<file path="src/rtl/inclusive_l2_evictor.sv">
module inclusive_l2_evictor #(
  parameter int CORES = 2,
  parameter int SETS  = 4,
  parameter int WAYS  = 4,
  parameter int TAG_W = 12,
  localparam int NL1   = 2 * CORES,
  localparam int SET_W = $clog2(SETS),
  localparam int WAY_W = $clog2(WAYS)
) (
  input  logic             clk,
  input  logic             rst_n,
  input  logic             fill_valid,
  output logic             fill_ready,
  input  logic [SET_W-1:0] fill_set,
  input  logic [TAG_W-1:0] fill_tag,
  input  logic [1:0]       fill_state,
  input  logic [NL1-1:0]   fill_sharers,
  output logic [WAY_W-1:0] fill_way,
  output logic [NL1-1:0]   inv_req,
  output logic [SET_W-1:0] inv_set,
  output logic [TAG_W-1:0] inv_tag,
  input  logic [NL1-1:0]   inv_ack,
  input  logic [NL1-1:0]   inv_dirty,
  output logic             wb_valid,
  input  logic             wb_ready,
  output logic [SET_W-1:0] wb_set,
  output logic [TAG_W-1:0] wb_tag
);

  typedef enum logic [1:0] {PH_IDLE, PH_INV, PH_WB} phase_t;

  phase_t           phase;
  logic [TAG_W-1:0] tag_q  [SETS][WAYS];
  logic [1:0]       st_q   [SETS][WAYS];
  logic [NL1-1:0]   sh_q   [SETS][WAYS];
  logic [WAYS-1:0]  plru_q [SETS];

  logic [SET_W-1:0] v_set;
  logic [WAY_W-1:0] v_way;
  logic [TAG_W-1:0] v_tag;
  logic [NL1-1:0]   pend;
  logic             dirty;

  logic             has_free;
  logic [WAY_W-1:0] free_way, lru_way, vic_way;
  logic [WAY_W:0]   walk, touch;
  logic [WAYS-1:0]  plru_upd;
  logic [NL1-1:0]   ack_hit, pend_left;
  logic             ack_dirty;

  always_comb begin
    has_free = 1'b0;
    free_way = '0;
    for (int w = WAYS - 1; w >= 0; w--)
      if (st_q[fill_set][w] == 2'd0) begin
        has_free = 1'b1;
        free_way = WAY_W'(w);
      end
    walk = (WAY_W + 1)'(1);
    for (int l = 0; l < WAY_W; l++)
      walk = {walk[WAY_W-1:0], plru_q[fill_set][walk[WAY_W-1:0]]};
    lru_way = walk[WAY_W-1:0];
    vic_way = has_free ? free_way : lru_way;
  end

  always_comb begin
    plru_upd = plru_q[fill_set];
    touch    = {1'b1, vic_way};
    for (int l = 0; l < WAY_W; l++) begin
      plru_upd[touch[WAY_W:1]] = ~touch[0];
      touch = touch >> 1;
    end
  end

  assign ack_hit    = inv_ack & pend;
  assign ack_dirty  = |(ack_hit & inv_dirty);
  assign pend_left  = pend & ~inv_ack;

  assign fill_ready = (phase == PH_IDLE) && has_free;
  assign fill_way   = vic_way;
  assign inv_req    = (phase == PH_INV) ? pend : '0;
  assign inv_set    = v_set;
  assign inv_tag    = v_tag;
  assign wb_valid   = (phase == PH_WB);
  assign wb_set     = v_set;
  assign wb_tag     = v_tag;

  always_ff @(posedge clk or negedge rst_n) begin
    if (!rst_n) begin
      phase <= PH_IDLE;
      v_set <= '0;
      v_way <= '0;
      v_tag <= '0;
      pend  <= '0;
      dirty <= 1'b0;
      for (int s = 0; s < SETS; s++) begin
        plru_q[s] <= '0;
        for (int w = 0; w < WAYS; w++) begin
          tag_q[s][w] <= '0;
          st_q[s][w]  <= 2'd0;
          sh_q[s][w]  <= '0;
        end
      end
    end else begin
      case (phase)
        PH_IDLE:
          if (fill_valid) begin
            if (has_free) begin
              tag_q[fill_set][vic_way] <= fill_tag;
              st_q[fill_set][vic_way]  <= fill_state;
              sh_q[fill_set][vic_way]  <= fill_sharers;
              plru_q[fill_set]         <= plru_upd;
            end else begin
              v_set <= fill_set;
              v_way <= vic_way;
              v_tag <= tag_q[fill_set][vic_way];
              pend  <= sh_q[fill_set][vic_way];
              dirty <= st_q[fill_set][vic_way][1];
              if (|sh_q[fill_set][vic_way])
                phase <= PH_INV;
              else if (st_q[fill_set][vic_way][1])
                phase <= PH_WB;
              else begin
                st_q[fill_set][vic_way] <= 2'd0;
                sh_q[fill_set][vic_way] <= '0;
              end
            end
          end
        PH_INV: begin
          pend  <= pend_left;
          dirty <= dirty | ack_dirty;
          if (pend_left == '0) begin
            if (dirty || ack_dirty)
              phase <= PH_WB;
            else begin
              st_q[v_set][v_way] <= 2'd0;
              sh_q[v_set][v_way] <= '0;
              phase <= PH_IDLE;
            end
          end
        end
        PH_WB:
          if (wb_ready) begin
            st_q[v_set][v_way] <= 2'd0;
            sh_q[v_set][v_way] <= '0;
            phase <= PH_IDLE;
          end
        default: phase <= PH_IDLE;
      endcase
    end
  end

  a_r4_ready_quiet: assert property (@(posedge clk) disable iff (!rst_n)
    fill_ready |-> (inv_req == '0 && !wb_valid));

  a_r5_inv_wb_exclusive: assert property (@(posedge clk) disable iff (!rst_n)
    !((|inv_req) && wb_valid));

  a_r6_no_new_requests: assert property (@(posedge clk) disable iff (!rst_n)
    (|inv_req) |=> ((inv_req & ~$past(inv_req)) == '0) || ($past(inv_req) == '0));

  a_r6_ack_clears: assert property (@(posedge clk) disable iff (!rst_n)
    (|(inv_req & inv_ack)) |=> ((inv_req & $past(inv_req & inv_ack)) == '0));

  a_r9_wb_hold: assert property (@(posedge clk) disable iff (!rst_n)
    (wb_valid && !wb_ready) |=> (wb_valid && $stable(wb_tag) && $stable(wb_set)));

endmodule

</file>
<file path="config.mk">
export PLATFORM = sky130hd
export DESIGN_NAME = inclusive_l2_evictor
export DESIGN_NICKNAME = d
export VERILOG_FILES = /design/src/rtl/inclusive_l2_evictor.sv
export SDC_FILE = /design/constraint.sdc
export NUM_CORES = 1
export LEC_CHECK = 0
export BUFFER_PORTS_ARGS = -buffer_cell sky130_fd_sc_hd__clkbuf_2
export CELL_PAD_IN_SITES_DETAIL_PLACEMENT = 1
export CELL_PAD_IN_SITES_GLOBAL_PLACEMENT = 2
export CORE_ASPECT_RATIO = 0.6
export CORE_MARGIN = 3
export CORE_UTILIZATION = 45
export CTS_BUF_LIST = sky130_fd_sc_hd__clkbuf_4 sky130_fd_sc_hd__clkbuf_8
export DETAILED_ROUTE_END_ITERATION = 16
export PLACE_DENSITY = 0.9
export REMOVE_ABC_BUFFERS = 1
export SKIP_LAST_GASP = 1
export SLEW_MARGIN = 20
export SYNTH_ARGS = -nofsm -noshare
export SYNTH_HDL_FRONTEND = slang
export SYNTH_SLANG_ARGS = --single-unit
</file>
<file path="constraint.sdc">
create_clock -name clk -period 4.1 [get_ports clk]
set_clock_uncertainty 0.1 [all_clocks]
set_input_delay 0.82 -clock clk [delete_from_list [all_inputs] [get_ports clk]]
set_output_delay 0.82 -clock clk [all_outputs]
set_load 0.1 [all_outputs]
</file>
Yosys cells after proc, flatten, opt, wreduce, memory -nomap -nowiden
Index checks and enable logic that the tools add are counted.

Register bits: 327. Input bits: 32. Output and inout bits: 36.

$lt $le $gt $ge: 11. Equality and inequality tests: 10. Multiplexer cells: 92. Bitwise operators: 20. Reductions and logical operators: 22.

Operators with widths (count): 64-bit 2-to-1 mux (7); 32-bit 2-to-1 mux (7); 192-bit bitwise mux (1); 64-bit one-hot mux with 3 select lines (1); 48-bit 2-to-1 mux (3); 64-bit AND (2); 64-bit inverter (2); 48-bit binary-select mux with 2-bit select (1); 48-bit demux with 2-bit select (1); 32-bit one-hot mux with 3 select lines (1); 32-bit AND (2); 64-bit bitwise mux (1); 16-bit demux with 2-bit select (2); 16-bit 2-to-1 mux (4); 32-bit inverter (2); 4-bit 2-to-1 mux (10); 12-bit 2-to-1 mux (3); 16-bit binary-select mux with 2-bit select (1); 32-bit bitwise mux (1); 8-bit demux with 2-bit select (2); 2-bit 2-to-1 mux (16); 8-bit 2-to-1 mux (4); 12-bit binary-select mux with 2-bit select (1); 12-bit demux with 2-bit select (1); 37 further kinds (79).

Longest topological paths before layout
Gate-level depths: netlist (run 1).

Depth in word-level cells: 24. Gate-level depth with buffers: 12. Gate-level depth less buffers: 10.

Worst setup path before layout (run 1)
OpenSTA, ideal clock, no wires.

Path type: input-to-reg. Start point: in fill_set[0]. End point: reg tag_q[62] (netlist name). Data arrival time: 4778 ps. Setup slack: -903 ps. Cell stages on the path: 12. Path through: buf_6 mux4_2 o22a_1 buf_6 and2_1 nor2b_1 and2_1 buf_2 nand2_1 nor2_1 buf_2 mux2_2.

Longest elaborated chain between the ends: 18.

RTL lines: from (decl) (line 14) `input logic [SET_W-1:0] fill_set,`; 2-bit inverter with 3-bit output (not written as such) (*) (line 55, 61, 109); 8-bit binary-select mux with 2-bit select (line 55) `if (st_q[fill_set][w] == 2'd0) begin`; 8-bit 2-to-1 mux (not written as such) (2 in series) (line 55); 2-bit zero test (line 55); 2-bit 2-to-1 mux / 1-bit 2-to-1 mux (equally long branches) (4 in series) (line 55); 2-bit 2-to-1 mux (line 63) `vic_way = has_free ? free_way : lru_way;`; 2-bit inverter with 3-bit output (not written as such) (line 109) `tag_q[fill_set][vic_way] <= fill_tag;`; 3-bit greater-or-equal comparator (not written as such) / 3-bit by 1-bit less-than comparator with 1-bit output (equally long branches) (line 109); 1-bit logical AND (not written as such) (line 109); 12-bit 2-to-1 mux (not written as such) (line 109); 12-bit demux with 2-bit select (line 109); 48-bit 2-to-1 mux (not written as such) (line 109); 48-bit demux with 2-bit select (line 109); 192-bit bitwise mux (line 109); to (signal, indexed assignment) (line 109); to (decl) (line 33) `logic [TAG_W-1:0] tag_q [SETS][WAYS];`.

Mark *: on every way between the ends. The rest lies on a longest branch, timed or not. The select of a mux whose other input is x is not followed. A chain may end at the register's enable or synchronous reset.

Worst setup path after layout (run 1)
Start point: in fill_set[0]. End point: out fill_way[0].

Longest elaborated chain between the ends: 10.

RTL lines: 2-bit inverter with 3-bit output (not written as such) (*) (line 55, 61); 8-bit binary-select mux with 2-bit select (line 55); 8-bit 2-to-1 mux (not written as such) (2 in series) (line 55); 2-bit zero test (line 55); 2-bit 2-to-1 mux / 1-bit 2-to-1 mux (equally long branches) (4 in series) (line 55); 2-bit 2-to-1 mux (*) (line 63); to (decl) (line 18) `output logic [WAY_W-1:0] fill_way,`.

Marked as above.

==> flow_metrics.env, run 1 <==
export IMPL_fmax_mhz=250
export IMPL_synth_edf_count=0
export IMPL_grt_max_degree=90
export IMPL_slew_violations=0
export IMPL_num_fill_cells=3511
export IMPL_cts_resized=0
export IMPL_cts_hold_fix_buffers=0
export IMPL_yosys_cell_types_count=58
export IMPL_synth_area_um2=15700
export IMPL_clock_latency_ps=600
export IMPL_clock_sinks=323
export IMPL_maxCapViolations=0
export IMPL_dr_first_iter_drc_count=1001
export IMPL_dp_cells=1788
export IMPL_cts_root_buffer_cell="clkbuf_8"
export IMPL_hold_viol=0
export IMPL_startpoint="fill_set[0]"
export IMPL_portBuffers=67
export IMPL_cts_clk_slew_worst_paths_ps=60
export IMPL_overflow=0
export IMPL_setup_viol=0
export IMPL_power_total_w=0.0152
export IMPL_dieHeight_um=151
export IMPL_numCtsBuffers=49
export IMPL_stdcell_area_um2=18300
export IMPL_drive_gt1_share_pct=40.0
export IMPL_status="finished, final reports clean"
export IMPL_fin_crit_sh_pct=97.6
export IMPL_synth_cells=1262
export IMPL_multiInputGateArea_um2=7060
export IMPL_cp_start_kind="input port"
export IMPL_gp_congestion=0.888
export IMPL_fin_crit_ps=4000
export IMPL_ant_nets=0
export IMPL_worst_slew_pin_slew_ps=901
export IMPL_coreArea_um2=34100
export IMPL_final_cells=1878
export IMPL_yosysWarnings=0
export IMPL_dieArea_um2=37300
export IMPL_htreeDepth=2
export IMPL_route_vias_total=11600
export IMPL_peakVddDrop_mv=0.635
export IMPL_critPathCaptureType="output pin"
export IMPL_critPathMaxFanout=10
export IMPL_io_pins=68
export IMPL_syn_avg_cell_area_um2=12.5
export IMPL_grt_first_pass_wirelength_um=76700
export IMPL_final_cell_mix="dfrtp_1, mux2_2, nand2_1"
export IMPL_regArea_um2=8080
export IMPL_start_util_pct=46.1
export IMPL_firstDrtPassIters=5
export IMPL_final_common_cell="dfrtp_1"
export IMPL_crit_arrival_ps=3080
export IMPL_max_slew_margin_pct=39.9
export IMPL_fin_nets=1416
export IMPL_ys_ff_latch=323
export IMPL_antenna_found_initial=0
export IMPL_routedWlPerCell_um=26.4
export IMPL_area_growth_pct=16.2
export IMPL_yosys_most_used_dff="dfrtp_1"
export IMPL_grt_pass1_vias=12400
export IMPL_cts_buffer_depth=3
export IMPL_leakagePower_nw=8.15
export IMPL_ys_seq_area_share_pct=51.4
export IMPL_cts_tree="done"
export IMPL_drc=0
export IMPL_hp_class="input port to async pin"
export IMPL_grt_use_total_pct=27.3
export IMPL_vias_per_cell=6.19
export IMPL_async_reset_ff_share_pct=100
export IMPL_die_w_um=247
export IMPL_grt_setup_unrepaired="false"
export IMPL_postCtsSetupRepairBufs=0
export IMPL_core_rowCount=52
export IMPL_timing_rr_start="st_q[5]"
export IMPL_critPathKind="input port to output pin"
export IMPL_post_dp_hpwl_um=34100
export IMPL_rrSetupSlack_ps=470
export IMPL_required_ps=3180
export IMPL_drt_total_wl_um=49600
export IMPL_power_per_cell_area_nw_per_um2=832
export IMPL_place_area_um2=17200
export IMPL_n_antenna_cell=0
-- cell usage after synthesis, types with 4 or more instances --
cell | instances | area share, %
clkbuf_1 | 48 | 1.1
o21ai_0 | 39 | 1.2
dfrtp_1 | 323 | 51
mux2_2 | 202 | 14
buf_4 | 14 | 0.67
buf_1 | 17 | 0.41
a31o_1 | 4 | 0.22
a221oi_2 | 4 | 0.38
o32ai_1 | 16 | 0.89
a21oi_1 | 9 | 0.29
nand2b_1 | 13 | 0.52
or3_1 | 10 | 0.40
nor2_1 | 53 | 1.3
o31ai_1 | 6 | 0.29
nand4_1 | 5 | 0.20
o211a_1 | 5 | 0.32
nand2_1 | 164 | 3.9
nor2b_1 | 13 | 0.52
ha_1 | 4 | 0.32
o2bb2ai_1 | 8 | 0.45
a32o_1 | 34 | 2.2
and3_1 | 8 | 0.32
mux4_2 | 75 | 11
a31oi_1 | 4 | 0.16
inv_1 | 18 | 0.43
buf_2 | 26 | 0.83
nor3_2 | 7 | 0.45
nand3_1 | 45 | 1.4
and2_1 | 11 | 0.44
o22ai_1 | 36 | 1.4
-- state kept, by name (all words and copies together) (netlist names) --
name and count:
inv_set 2, dirty 1, plru_q 12, sh_q 64
st_q 32, inv_tag 12, pend 4, tag_q 192
v_way 2, phase 2
-- per-layer routing --
layer	wire length, µm	vias up	GRT usage [%]
li1	-	4898	-
met5	0	-	0
met2	21200	448	39.6
met4	962	0	6.56
met1	23200	6189	41.1
met3	4230	84	7.20
-- final timing paths --
| check | depth (start not counted) | endpoint |
|---|---|---|
| setup / recovery | 11 | fill_way[0] |
| hold / removal | 1 | tag_q[62] |
| setup reg to reg | 10 | phase[1] |
| hold reg to reg | 2 | plru_q[3] |
| max in group asynchronous | 2 | sh_q[16] |
| min in group clk | 2 | plru_q[3] |
-- worst max-delay path, stage by stage --
cell,delay [ps]
buf_4,140
buf_12,160
mux4_2,540
buf_4,160
or2_1,270
a21oi_2,190
buf_4,190
nand2_2,80
inv_2,120
buf_4,190
buf_12,180
-- cell families after synthesis --
family	synth area share, %
flops	51.4
buf+inv	3.74
fa+ha+maj	0.318
compound gates	9.15
mux	25.3
simple gates	10.1
-- final cells by class --
cell class	instances	area share (%)
Sequential cell	323	44.3
Multi-Input combinational cell	811	38.7
Timing Repair Buffer	175	7.70
Clock buffer	86	5.66
Tap cell	459	3.14
Inverter	20	0.411
Clock inverter	4	0.164
-- power by group --
group | leakage [nW] | total (W) | internal, W | switching (W)
Combinational | 3.44 | 0.00683 | 0.00264 | 0.00419
Clock | 0.575 | 0.00289 | 0.00158 | 0.00131
Sequential | 4.13 | 0.00548 | 0.00456 | 0.000914
Total | 8.15 | 0.0152 | 0.00878 | 0.00641
-- through the flow --
| stage | hold slack (ps) | setup slack [ps] | util, % | setup TNS [ps] |
|---|---|---|---|---|
| 2_1_floorplan | 343 | -1040 | - | -171490 |
| 3_3_place_gp | 357 | -46.6 | 50.4 | -353 |
| 3_5_place_dp | 369 | -214 | 50.4 | -10030 |
| 4_1_cts | 131 | 120 | 53.6 | 0 |
| 5_1_grt | 171 | 49.3 | 53.6 | 0 |
| 6_report | 122 | 99.6 | 53.6 | 0 |
Note: power is estimated with default switching activity, not from simulation.
==> run 2: changes to the inputs <==
Settings changed: PLACE_DENSITY 0.9 to 0.82.
==> run 2 against run 1 <==
  * Register-to-register slack better by 140 ps
  * Die area stayed put
  * Via count is 1.5% lower
  * Wire length is 1.1% lower
  * Non-clock buffer count is 6 higher
  * Clock power is 6% lower
  * Fmax is 4.9% higher
  * Total power is 1.7% lower
  * Worst hold slack better by 8.3 ps
==> flow_metrics.env, run 2 (synthesis gave the netlist of run 1 again) <==
export IMPL_clockPowerShare_pct=18.2
export IMPL_dieHeight_um=151
export IMPL_swShare_pct=42.3
export IMPL_cp_start_kind="input port"
export IMPL_drc=0
export IMPL_peakVddDrop_mv=0.347
export IMPL_crit_path_frequent_cell="buf_4"
export IMPL_hold_viol=0
export IMPL_firstDrtPassIters=7
export IMPL_cts_resized=0
export IMPL_maxCapViolations=0
export IMPL_grt_setup_unrepaired="false"
export IMPL_grt_use_total_pct=27.1
export IMPL_final_cell_mix="dfrtp_1, mux2_2, nand2_1"
export IMPL_hp_class="input port to async pin"
export IMPL_coreArea_um2=34100
export IMPL_grt_pass1_vias=12100
export IMPL_regMostFlops="tag_q"
export IMPL_timing_rr_start="st_q[0]"
export IMPL_numCtsBuffers=50
export IMPL_route_vias_total=11400
export IMPL_path_cells="buf_6, mux4_2, o22ai_1, o21ai_2, buf_4, inv_2, buf_4, buf_12"
export IMPL_fin_setup_tns_ps=0
export IMPL_crit_arrival_ps=2890
export IMPL_clock_latency_ps=610
export IMPL_max_slew_margin_pct=33.4
export IMPL_regArea_um2=8080
export IMPL_drt_total_wl_um=49000
export IMPL_io_pins=68
export IMPL_fin_util_pct=53.2
export IMPL_fin_crit_ps=3810
export IMPL_dieArea_um2=37300
export IMPL_area_growth_pct=15.4
export IMPL_antenna_found_initial=1
export IMPL_slew_violations=0
export IMPL_worst_slew_pin_slew_ps=999
export IMPL_drive_gt1_share_pct=39.9
export IMPL_r2r_cells=11
export IMPL_die_w_um=247
export IMPL_gp_congestion=0.933
export IMPL_dp_cells=1794
export IMPL_grt_max_degree=97
export IMPL_cts_hold_fix_buffers=0
export IMPL_routedWlPerCell_um=26.2
export IMPL_final_common_cell="dfrtp_1"
export IMPL_power_total_w=0.0149
export IMPL_post_dp_hpwl_um=34500
export IMPL_core_rowCount=52
export IMPL_fin_nets=1423
export IMPL_setup_viol=0
export IMPL_worst_path_buf_inv=5
export IMPL_multiInputGateArea_um2=7060
export IMPL_p_comb_share_pct=45.3
export IMPL_final_cells=1874
export IMPL_start_util_pct=46.1
export IMPL_vias_per_cell=6.11
export IMPL_slowest_stage="mux4_2"
export IMPL_rrSetupSlack_ps=610
export IMPL_cts_root_buffer_cell="clkbuf_8"
export IMPL_critPathKind="input port to output pin"
export IMPL_largest_reg_flops=192
export IMPL_htreeDepth=2
export IMPL_reg_top3="tag_q (192), sh_q (64), st_q (32)"
export IMPL_fmax_mhz=262
export IMPL_netSwitchingPower_w=0.00631
export IMPL_ant_nets=0
export IMPL_fin_crit_sh_pct=93.0
export IMPL_hold_ws_ps=130
export IMPL_crit_family="buffers and inverters"
export IMPL_critPathMaxFanout=17
export IMPL_clock_sinks=323
export IMPL_postCtsSetupRepairBufs=0
export IMPL_p_int_w=0.00862
export IMPL_cts_clk_slew_worst_paths_ps=60
export IMPL_critPathCaptureType="output pin"
export IMPL_p_seq_share_pct=36.5
export IMPL_portBuffers=67
export IMPL_n_antenna_cell=0
export IMPL_status="finished, final reports clean"
export IMPL_num_fill_cells=3520
export IMPL_grt_first_pass_wirelength_um=75700
export IMPL_reg2reg_to="sh_q[6]"
export IMPL_power_per_cell_area_nw_per_um2=823
export IMPL_required_ps=3180
export IMPL_cts_tree="done"
export IMPL_dr_first_iter_drc_count=874
export IMPL_cts_buffer_depth=3
export IMPL_leakagePower_nw=8.09
export IMPL_overflow=0
export IMPL_cp_slowest_stage_delay_ps=590
==> run 2: changes by cell type in the layout (fill, tap and decap cells not counted), sizes merged <==
cell	previous run	this run
buf	114	120
clkinv	2	3
clkinvlp	0	1
clkbuf	147	136
inv	22	21
==> run 2: worst max-delay path by stage <==
stage	from	to	cells past startpoint
4_1_cts	fill_set[0]	fill_way[1]	8
5_1_grt	fill_set[0]	fill_way[1]	8
6_report	fill_set[0]	fill_way[1]	8
2_1_floorplan	fill_set[0]	tag_q[12]	8
3_5_place_dp	fill_set[0]	phase[1]	12
3_3_place_gp	fill_set[0]	phase[1]	12
==> run 2: cell type report <==
class | instances | area share, %
sequential | 323 | 44.6
clock buffer | 75 | 5.03
multi-input combinational | 811 | 38.9
inverter | 20 | 0.414
tap | 459 | 3.17
clock inverter | 5 | 0.248
timing repair buffer | 181 | 7.68
==> run 2: metal layers <==
metal / wire length, µm / part of all wire, % / global-route usage (%) / vias to the layer above
met4: 567 / 1.2 / 4.55 / 2
met3: 3900 / 7.9 / 7.29 / 56
met1: 23900 / 49 / 42.3 / 6100
li1: - / - / - / 4885
met5: 17 / 0.035 / 0 / -
met2: 20700 / 42 / 38.2 / 398
==> run 2: power by group through the flow <==
stage	Clock [W]	Combinational (W)	Sequential [W]
6_report	0.00271	0.00677	0.00545
5_1_grt	0.00292	0.00721	0.00559
4_1_cts	0.00278	0.00674	0.00541
3_5_place_dp	0	0.00670	0.00544
3_3_place_gp	0	0.00648	0.00537
2_1_floorplan	0	0.00353	0.00606
==> run 2: through the flow <==
| stage | area (µm²) | setup slack (ps) |
|---|---|---|
| after floorplan | 15200 | -1040 |
| after global routing | 18100 | 166 |
| after detailed placement | 17200 | -97.2 |
| after CTS | 18100 | 285 |
| after global placement | 17200 | 25.3 |
| final | 18100 | 286 |
==> run 3: changes to the inputs <==
Settings changed: BUFFER_PORTS_ARGS -buffer_cell sky130_fd_sc_hd__clkbuf_2 to -buffer_cell sky130_fd_sc_hd__buf_2.
==> run 3 against run 2 <==
  * Utilization is 0.56 points higher
  * Clock power up 11%
  * Sequential power hardly changed
  * Flip-flop and latch count is the same
  * Largest power group unchanged
  * Highest routed layer is now met4
==> flow_metrics.env, run 3 (synthesis gave the netlist of run 1 again) <==
export IMPL_status="finished, final reports clean"
export IMPL_slowest_stage="mux4_2"
export IMPL_maxCapViolations=0
export IMPL_htreeDepth=2
export IMPL_worst_slew_pin_slew_ps=913
export IMPL_regMostFlops="tag_q"
export IMPL_slew_violations=0
export IMPL_clock_sinks=323
export IMPL_critPathKind="input port to output pin"
export IMPL_peakVddDrop_mv=0.422
export IMPL_path_cells="buf_6, mux4_2, o22ai_1, o21ai_2, buf_4, inv_2, buf_4, buf_4, buf_12"
export IMPL_power_total_w=0.0153
export IMPL_fmax_mhz=253
export IMPL_dp_slack_ps=-55.1
export IMPL_hold_viol=0
export IMPL_p_comb_share_pct=44.6
export IMPL_cts_tree="done"
export IMPL_drc=0
export IMPL_cts_clk_slew_worst_paths_ps=60
export IMPL_grt_setup_unrepaired="false"
export IMPL_cp_slowest_stage_delay_ps=600
export IMPL_area_growth_pct=16.6
export IMPL_critPathMaxFanout=16
export IMPL_grt_first_pass_wirelength_um=76700
export IMPL_netSwitchingPower_w=0.00645
export IMPL_die_w_um=247
export IMPL_cts_root_buffer_cell="clkbuf_8"
export IMPL_p_int_w=0.00887
export IMPL_fin_util_pct=53.8
export IMPL_largest_reg_flops=192
export IMPL_crit_path_frequent_cell="buf_4"
export IMPL_fin_nets=1423
export IMPL_leakagePower_nw=8.21
export IMPL_hp_class="input port to async pin"
export IMPL_grt_pass1_vias=12000
export IMPL_cts_resized=0
export IMPL_multiInputGateArea_um2=7060
export IMPL_postCtsSetupRepairBufs=0
export IMPL_dieHeight_um=151
export IMPL_post_dp_hpwl_um=35000
export IMPL_routedWlPerCell_um=26.3
export IMPL_route_vias_total=11500
export IMPL_fin_crit_ps=3960
export IMPL_crit_arrival_ps=3040
export IMPL_regArea_um2=8080
export IMPL_reg_top3="tag_q (192), sh_q (64), st_q (32)"
export IMPL_finalWorstSetupSlack_ps=144
export IMPL_start_util_pct=46.1
export IMPL_ant_nets=0
export IMPL_io_pins=68
export IMPL_gp_congestion=0.962
export IMPL_critPathCaptureType="output pin"
export IMPL_cp_start_kind="input port"
export IMPL_grt_use_total_pct=27.4
export IMPL_final_cell_mix="dfrtp_1, mux2_2, nand2_1"
export IMPL_n_antenna_cell=0
export IMPL_grt_max_degree=91
export IMPL_swShare_pct=42.1
export IMPL_power_per_cell_area_nw_per_um2=835
export IMPL_clockPowerShare_pct=19.7
export IMPL_numCtsBuffers=50
export IMPL_portBuffers=67
export IMPL_overflow=0
export IMPL_clock_latency_ps=620
export IMPL_required_ps=3180
export IMPL_p_seq_share_pct=35.7
export IMPL_antenna_found_initial=0
export IMPL_firstDrtPassIters=5
export IMPL_setup_viol=0
export IMPL_fin_crit_sh_pct=96.5
export IMPL_num_fill_cells=3525
export IMPL_vias_per_cell=6.07
export IMPL_coreArea_um2=34100
export IMPL_final_common_cell="dfrtp_1"
export IMPL_cts_buffer_depth=3
export IMPL_cts_hold_fix_buffers=0
export IMPL_max_slew_margin_pct=39.1
export IMPL_dieArea_um2=37300
export IMPL_core_rowCount=52
export IMPL_dr_first_iter_drc_count=1069
export IMPL_drt_total_wl_um=49700
export IMPL_drive_gt1_share_pct=40.4
==> run 3: changes by cell type in the layout (fill, tap and decap cells not counted), moves of 2 or more <==
cell      previous run  this run
clkinv_2             2         4
clkbuf_8            56        63
buf_2                0        61
clkbuf_2            61         0
buf_12              14        17
buf_4              104       101
==> run 3: area by class of cell <==
class / count / area share (%)
well taps: 459 / 3.13
flip-flops and latches: 323 / 44.1
multi-input cells: 811 / 38.5
clock inverters: 10 / 0.553
repair buffers: 181 / 7.80
inverters: 20 / 0.410
clock buffers: 82 / 5.51
==> run 3: worst paths after layout <==
| kind | from | endpoint | slack, ps | cells after the start |
|---|---|---|---|---|
| setup / recovery | fill_set[0] | fill_way[1] | 140 | 9 |
| hold / removal | rst_n | pend[2] | 120 | 1 |
| setup reg to reg | st_q[13] | sh_q[7] | 580 | 9 |
| hold reg to reg | plru_q[11] | plru_q[11] | 390 | 2 |
| max in group asynchronous | rst_n | tag_q[0] | 2740 | 2 |
| min in group clk | plru_q[11] | plru_q[11] | 390 | 2 |
==> run 3: critical path: cells and delay by family <==
kind	cells	cell delay [ps]
AOI/OAI and AO/OA	2	430
buffers and inverters	6	1160
muxes	1	600
==> run 3: per-layer routing <==
layer | up-vias | track usage [%] | wire length [µm]
met5 | - | 0 | 0
met4 | 0 | 4.72 | 716
met3 | 70 | 8.39 | 4380
met2 | 382 | 37.9 | 20300
met1 | 6098 | 42.7 | 24300
li1 | 4901 | - | -
==> run 3: power by group through the flow <==
stage          logic (W)  clock network (W)  registers, W
3_5_place_dp     0.00675                  0       0.00547
5_1_grt          0.00724            0.00322       0.00563
6_report         0.00683            0.00301       0.00547
2_1_floorplan    0.00353                  0       0.00606
3_3_place_gp     0.00655                  0       0.00539
4_1_cts          0.00678            0.00307       0.00543
==> run 3: per-stage QoR <==
stage / TNS (ps) / hold slack, ps / instance area, µm² / std cells
2_1_floorplan: -171490 / 343 / 15200 / 1154
3_3_place_gp: 0 / 364 / 17200 / 1794
3_5_place_dp: -574 / 377 / 17200 / 1794
4_1_cts: 0 / 140 / 18300 / 1886
5_1_grt: 0 / 175 / 18300 / 1886
6_report: 0 / 118 / 18300 / 1886
